`src/rtl/fti_pkg.sv`:
```
package fti_pkg;

   typedef enum logic [2:0] {
      FC_ZERO = 3'd0,
      FC_NUM  = 3'd1,
      FC_INF  = 3'd2,
      FC_QNAN = 3'd3,
      FC_SNAN = 3'd4
   } fcls_e;

endpackage

```
`src/rtl/fti_align.sv`:
```
// Moves the integer part of the mantissa into the low W bits and ORs every
// discarded bit (plus the incoming sticky) into a single lost flag.
module fti_align #(
   parameter int W     = 32,
   parameter int EXP_W = 12
) (
   input  logic [W+3:0]             mant,
   input  logic signed [EXP_W-1:0]  exp,
   input  logic                     sticky,
   output logic [W-1:0]             mag,
   output logic                     lost
);
   localparam int MW   = W + 4;
   localparam int LEAD = W + 1;
   localparam int SHW  = $clog2(MW + 1);
   localparam int SFW  = EXP_W + 2;

   logic signed [SFW-1:0] sh_full;
   logic [SHW-1:0]        sh;
   logic [MW-1:0]         lost_vec;

   assign sh_full = SFW'(LEAD) - {{2{exp[EXP_W-1]}}, exp};

   // Negative shift means an exponent far above range (flagged elsewhere);
   // shifts of MW or more push every bit into the lost flag.
   always_comb begin
      if (sh_full[SFW-1])
         sh = '0;
      else if (sh_full >= $signed(SFW'(MW)))
         sh = SHW'(MW);
      else
         sh = sh_full[SHW-1:0];
   end

   assign mag = W'(mant >> sh);

   for (genvar i = 0; i < MW; i++) begin : g_lost
      assign lost_vec[i] = mant[i] && (SHW'(i) < sh);
   end

   assign lost = (|lost_vec) | sticky;

endmodule

```
`src/rtl/fti_range.sv`:
```
// Decides whether the operand cannot be represented in a W-bit signed integer.
module fti_range
   import fti_pkg::*;
#(
   parameter int W     = 32,
   parameter int EXP_W = 12
) (
   input  fcls_e                    cls,
   input  logic                     sign,
   input  logic signed [EXP_W-1:0]  exp,
   input  logic [W-1:0]             mag,
   output logic                     ovf
);
   logic not_number;
   logic exp_big;
   logic mag_big;

   assign not_number = (cls != FC_ZERO) && (cls != FC_NUM);
   assign exp_big    = exp >= EXP_W'(W);
   // Top bit set: only -2^(W-1) exactly still fits.
   assign mag_big    = mag[W-1] && !(sign && (mag[W-2:0] == '0));
   assign ovf        = not_number || ((cls == FC_NUM) && (exp_big || mag_big));

endmodule

```
`src/rtl/fti_pack.sv`:
```
// Applies sign, clamps on overflow and selects the flags.
module fti_pack
   import fti_pkg::*;
#(
   parameter int W = 32
) (
   input  fcls_e          cls,
   input  logic           sign,
   input  logic [W-1:0]   mag,
   input  logic           lost,
   input  logic           ovf,
   output logic [W-1:0]   result,
   output logic           inexact,
   output logic           invalid
);
   localparam logic [W-1:0] NEG_LIM = {1'b1, {(W-1){1'b0}}};
   localparam logic [W-1:0] POS_LIM = {1'b0, {(W-1){1'b1}}};
   localparam logic [W-1:0] ONE     = {{(W-1){1'b0}}, 1'b1};

   always_comb begin
      result  = '0;
      inexact = 1'b0;
      invalid = 1'b0;
      if (ovf) begin
         result  = sign ? NEG_LIM : POS_LIM;
         invalid = 1'b1;
      end else if (cls == FC_NUM) begin
         result  = sign ? (~mag + ONE) : mag;
         inexact = lost;
      end
   end

endmodule

```
`src/rtl/fti_trunc_conv.sv`:
```
module fti_trunc_conv
   import fti_pkg::*;
#(
   parameter int W     = 32,
   parameter int EXP_W = 12
) (
   input  logic                     clk,
   input  logic                     rst_n,
   input  logic                     in_valid,
   input  logic                     in_sign,
   input  logic [2:0]               in_class,
   input  logic signed [EXP_W-1:0]  in_exp,
   input  logic [W+3:0]             in_mant,
   input  logic                     in_sticky,
   output logic                     out_valid,
   output logic [W-1:0]             out_result,
   output logic                     out_inexact,
   output logic                     out_invalid
);
   if (W != 32 && W != 64) begin : g_bad_width
      initial $fatal(1, "fti_trunc_conv: W must be 32 or 64");
   end
   if (EXP_W < $clog2(W) + 2) begin : g_bad_exp
      initial $fatal(1, "fti_trunc_conv: EXP_W too narrow for W");
   end

   fcls_e          cls;
   logic [W-1:0]   mag;
   logic           lost;
   logic           ovf;
   logic [W-1:0]   res_d;
   logic           inx_d;
   logic           inv_d;

   assign cls = fcls_e'(in_class);

   fti_align #(.W(W), .EXP_W(EXP_W)) u_align (
      .mant   (in_mant),
      .exp    (in_exp),
      .sticky (in_sticky),
      .mag    (mag),
      .lost   (lost)
   );

   fti_range #(.W(W), .EXP_W(EXP_W)) u_range (
      .cls  (cls),
      .sign (in_sign),
      .exp  (in_exp),
      .mag  (mag),
      .ovf  (ovf)
   );

   fti_pack #(.W(W)) u_pack (
      .cls     (cls),
      .sign    (in_sign),
      .mag     (mag),
      .lost    (lost),
      .ovf     (ovf),
      .result  (res_d),
      .inexact (inx_d),
      .invalid (inv_d)
   );

   always_ff @(posedge clk or negedge rst_n) begin
      if (!rst_n) begin
         out_valid   <= 1'b0;
         out_result  <= '0;
         out_inexact <= 1'b0;
         out_invalid <= 1'b0;
      end else begin
         out_valid <= in_valid;
         if (in_valid) begin
            out_result  <= res_d;
            out_inexact <= inx_d;
            out_invalid <= inv_d;
         end
      end
   end

endmodule

```
`config.mk`:
```
export PLATFORM = sky130hd
export DESIGN_NAME = fti_trunc_conv
export DESIGN_NICKNAME = d
export VERILOG_FILES = /design/src/rtl/fti_pkg.sv /design/src/rtl/fti_align.sv /design/src/rtl/fti_range.sv /design/src/rtl/fti_pack.sv /design/src/rtl/fti_trunc_conv.sv
export SDC_FILE = /design/constraint.sdc
export NUM_CORES = 1
export LEC_CHECK = 0
export BUFFER_PORTS_ARGS = -buffer_cell sky130_fd_sc_hd__clkbuf_2
export CAP_MARGIN = 15
export CORE_AREA = 2 2 101 103
export DETAILED_ROUTE_END_ITERATION = 7
export DIE_AREA = 0 0 103 105
export PLACE_DENSITY = 0.81
export SLEW_MARGIN = 10
export SYNTH_ARGS = -nofsm -noshare
export SYNTH_HDL_FRONTEND = slang
export SYNTH_SLANG_ARGS = --single-unit
```
`constraint.sdc`:
```
create_clock -name clk -period 1.1 [get_ports clk]
set_input_delay 0.165 -clock clk [delete_from_list [all_inputs] [get_ports clk]]
set_output_delay 0.165 -clock clk [all_outputs]
set_load 0.02 [all_outputs]
```
==> metrics.md, run 1 <==
| Metric | Value |
|---|---|
| Yosys reg bits | `35` |
| Die height | `105 um` |
| # IOs | `91` |
| Stage reached | `clock tree synthesis` |
| TritonCTS buffer count | `5` |
| Register area share after synthesis | `15.7%` |
| Yosys top cell by area | `dfrtp_1` |
| Place WS | `-4.09 ns` |
| Syn nets | `828` |
| Fraction of registers with async set/reset | `100%` |
| Starting Density | `57.8%` |
| Resized cells post-CTS | `150` |
| Post-synth cell types | `90` |
| Synth Instances | `769` |
| YS warnings | `0` |
| Clock Tree Buf Depth | `2` |
| Input/output buffers | `90` |
| Syn Area/Cell | `7.24 um2` |
| Clk root buf | `clkbuf_8` |
| # rows | `36` |
| Share of the synthesized area in the top cell type | `15.7%` |
| Die Wd | `103 um` |
| Synth area leaders | `dfrtp_1 16%, nand2_1 6.1%, nor2_1 5.7%` |
| Mapped Area | `5570 um2` |
| DP Wirelength | `23.4 mm` |
| Status | `did not finish` |
| GPL Wtd Cong | `1.32` |
| Post-synth top flop | `dfrtp_1` |
| Hold buffers post-CTS | `1` |
| Clk sink count | `35` |
| Error | `[ERROR DPL-0033] detailed placement checks failed during check placement.` |
| H-tree depth | `2` |
| Postcts setup bufs | `24` |
| Number of synthesized flops with an enable pin | `0` |
[Yosys cell counts (all sizes together), types with 4 or more instances]
cell,instances
a22oi,11
inv,18
dfrtp,35
o211a,4
a2111oi,11
nor4,22
xor2,7
or2,6
nor2,86
buf,19
a21oi,63
o211ai,13
o221ai,8
o22a,13
o21ai,32
o41ai,5
o2bb2ai,4
nor3,45
clkbuf,36
a21o,4
and2,11
a221o,13
a32oi,4
a31oi,15
o22ai,15
nor3b,4
a221oi,9
o2111ai,5
and3,6
mux2i,31
nand4,7
a2bb2oi,8
nand3,19
a211oi,20
nand2,91
xnor2,22
[stage by stage]
step                      hold WS, ns  std cells  area, um2
after detailed placement       0.0824       1263       8550
after global placement         0.0795       1263       8550
after floorplan                -0.131        769       5670
[kinds of logic after synthesis]
logic type	Yosys count	share of synthesized area [%]
AO/OA/AOI/OAI	280	38.0
XOR/XNOR	29	4.56
adder cells (fa/ha/maj)	3	0.674
buffers and inverters	74	5.77
flip-flops	35	15.7
multiplexers	34	6.47
AND/OR/NAND/NOR	314	28.8
==> inputs of run 2 (changes only) <==
- CORE_AREA: 2 2 101 103 -> 2 2 121 123
- DIE_AREA: 0 0 103 105 -> 0 0 123 125
- PLACE_DENSITY: 0.81 -> default
- PLACE_DENSITY_LB_ADDON: default -> 0.15
==> metrics.md, run 2 <==
| Metric | Value |
|---|---|
| Die height | `125 um` |
| Fraction of registers with async set/reset | `100%` |
| Pwr/cell area | `730 nW/um2` |
| WP data arrival | `4.97 ns` |
| Area added between synthesis and finish | `87.2%` |
| Yosys reg bits | `35` |
| WHS Endpoint | `out_invalid$_DFFE_PN0P_` |
| Post-synth top flop | `dfrtp_1` |
| # IOs | `91` |
| Crit path max-delay family | `simple AND/OR/NAND/NOR gates` |
| DR pass1 iterations | `7` |
| Final worst path period share | `434%` |
| Util after Layout | `73.4%` |
| Total grt overflow | `0` |
| Max Cap Viol | `0` |
| XOR/XNOR Fraction of Synth Area | `4.56%` |
| Commonest cells in the netlist | `91 x nand2_1, 85 x nor2_1, 61 x a21oi_1` |
| Pin count of the biggest net entering global routing | `36` |
| Initial antenna violation count | `0` |
| Compound-Gate Fraction of Synth Area | `38.0%` |
| CP Max Fanout | `5` |
| DP Wirelength | `24.5 mm` |
| Layout cells sized above 1 | `53.8%` |
| Clock latency on the worst-skew pair | `0.28 ns` |
| Critical path capture point type | `flop` |
| Synth Instances | `769` |
| Wire per inst | `23.6 um` |
| Post-synth cell types | `90` |
| Final Power | `7.60 mW` |
| R2r startpoint | `out_result[11]$_DFFE_PN0P_` |
| YS warnings | `0` |
| Reg-to-Reg End | `out_result[11]$_DFFE_PN0P_` |
| CP Class | `primary input to flop` |
| Peak VDD IR | `0.680 mV` |
| Starting Density | `39.2%` |
| Clock Tree Buf Depth | `2` |
| Main combinational cell family by area after synthesis | `compound AO/OA/AOI/OAI gates` |
| Input/output buffers | `90` |
| Mapped Area | `5570 um2` |
| Final setup vio count | `34` |
| Core area | `14,200 um2` |
| Syn nets | `828` |
| Antenna viol nets, final | `0` |
| Antenna diodes | `0` |
| RSZ-0062 raised after global routing | `yes` |
| Worst path most repeated cell | `buf_4` |
| Worst slew margin | `45.6%` |
| CP startpoint kind | `primary input` |
| GPL Wtd Cong | `1.03` |
| Max Clk Rate | `0.210 GHz` |
| Initial drt markers | `1,167` |
| # nets final | `1,292` |
| Crit path required time | `1.30 ns` |
| Final wirelength | `33.5 mm` |
| Post-layout min period | `4.77 ns` |
| Final instance area | `10,400 um2` |
| Final worst setup slack | `-3.67 ns` |
| Most common cell after layout, fill and taps aside | `buf_4` |
| Yosys top cell by area | `dfrtp_1` |
| Skew final | `0 ns` |
| Simple-gate area share of the yosys netlist | `28.8%` |
| Worst Tran Pin Value | `0.795 ns` |
| Share of the synthesized area in the top cell type | `15.7%` |
| Register area share after synthesis | `15.7%` |
| Worst R2R Setup Slack | `0.21 ns` |
| Status | `finished with violations` |
| Clk sink count | `35` |
| Min-Delay Path Class | `primary input to flop` |
| Max reg flops | `32` |
| Total number of vias | `9,024` |
| Most frequent cell after synthesis | `nand2_1` |
| Die Wd | `123 um` |
| First-pass GRT wire length | `50.3 mm` |
| Cell leakage power | `4.65 nW` |
| Post-synthesis mux area share | `6.47%` |
| DRC Markers | `0` |
| Largest register by flop count | `out_result` |
| Total Routing Usage GR | `42.2%` |
| Synth area leaders | `dfrtp_1 16%, nand2_1 6.1%, nor2_1 5.7%` |
| Post-synthesis adder-cell area fraction | `0.674%` |
| Clk slew on worst S/H paths | `0.06 ns` |
| Critical path, cell by cell | `clkbuf_16 -> inv_12 -> ha_4 -> or4b_1 -> a211o_1 -> o211a_4 -> or4_4 -> buf_16 -> or3_1 -> o211a_1 -> mux2i_2 -> nor3_2 -> a2111oi_4 -> buf_4 -> buf_4 -> nand4_4 -> nor3_4 -> nand3_2 -> or4_1 -> a311oi_1` |
| Number of synthesized flops with an enable pin | `0` |
| Vias in the first global route | `8,966` |
| Worst hold path depth | `4` |
| Syn Area/Cell | `7.24 um2` |
| CP max stage cell | `or4_4` |
| CP peak stage delay | `0.57 ns` |
| Failing checks | `negative setup slack` |
| Vias per inst | `6.36` |
| Buf/Inv on CP | `5` |
| Worst R2R Path Depth | `1` |
| # rows | `44` |
| Clk root buf | `clkbuf_16` |
| H-tree depth | `2` |
| Die ar. | `15,400 um2` |
| TritonCTS clock tree | `built` |
| Sum of negative setup slack | `-120.35 ns` |
| Slew Viols, Final | `0` |
| Hold Violations, Final | `0` |
| Commonest cells after routing, fill and taps aside | `390 x buf_4, 89 x nand2_1, 88 x clkbuf_2, 73 x nor2_1, 55 x a21oi_1` |
| Placed inst area | `8970 um2` |
| Hold Crit Start | `in_class[1]` |
| CP startpoint | `in_exp[2]` |
| TritonCTS buffer count | `5` |
==> run 2: cell counts after synthesis <==
No cell type changed its count.
==> run 2: through the flow <==
| step | hold WS (ns) | std cells | setup slack, ns |
|---|---|---|---|
| after floorplan | -0.131 | 769 | -3.39 |
| after global placement | 0.205 | 1359 | -4.34 |
| after detailed placement | 0.239 | 1359 | -4.26 |
| after CTS | 0.233 | 1410 | -3.52 |
| after global routing | 0.296 | 1418 | -3.74 |
| final | 0.291 | 1418 | -3.67 |
==> run 2: logic make-up after synthesis <==
| family | after synthesis |
|---|---|
| xor+xnor | 29 |
| compound gates | 280 |
| fa+ha+maj | 3 |
| mux | 34 |
| buf+inv | 74 |
| simple gates | 314 |
| flops | 35 |
==> run 2: routing by layer <==
layer / global-route usage, % / up-vias / wire, um
li1: - / 3921 / -
met1: 55.9 / 4277 / 13000
met2: 67.1 / 692 / 15200
met3: 9.31 / 134 / 3800
met4: 15.4 / 0 / 1460
met5: 0 / - / 0
==> run 2: where the power goes <==
| part | switching [mW] | internal [mW] | leakage [nW] |
|---|---|---|---|
| Clock | 0.586 | 1.13 | 0.0868 |
| Sequential | 0.0818 | 1.42 | 0.419 |
| Combinational | 2.39 | 2.00 | 4.14 |
==> run 2: timing repair <==
| item | CTS | global route |
|---|---|---|
| hold buffers | 1 | 0 |
| hold endpoints to repair | 35 | 0 |
| pin swaps | 49 | 26 |
| endpoints found under the setup margin | 34 | 34 |
| gates cloned | 2 | 0 |
| resized for setup | 123 | 41 |
| setup buffers | 41 | 10 |
==> run 2: worst max path at each step <==
stage                                 end  slack, ns  cells past startpoint
4_1_cts         out_result[7]$_DFFE_PN0P_      -3.52                     20
6_report       out_result[31]$_DFFE_PN0P_      -3.67                     20
3_5_place_dp    out_result[7]$_DFFE_PN0P_      -4.26                     20
5_1_grt         out_result[7]$_DFFE_PN0P_      -3.74                     22
2_1_floorplan  out_result[28]$_DFFE_PN0P_      -3.39                     19
3_3_place_gp   out_result[20]$_DFFE_PN0P_      -4.34                     19
==> run 2: area by class of cell <==
cell class / instances / area, um2
Inverter: 19 / 91.3
Timing Repair Buffer: 511 / 3880
Clock inverter: 2 / 35.0
Sequential cell: 35 / 876
Multi-Input combinational cell: 661 / 5160
Fill cell: 1094 / 3780
Clock buffer: 6 / 139
Tap cell: 184 / 230
(Power assumes the default switching activity.)
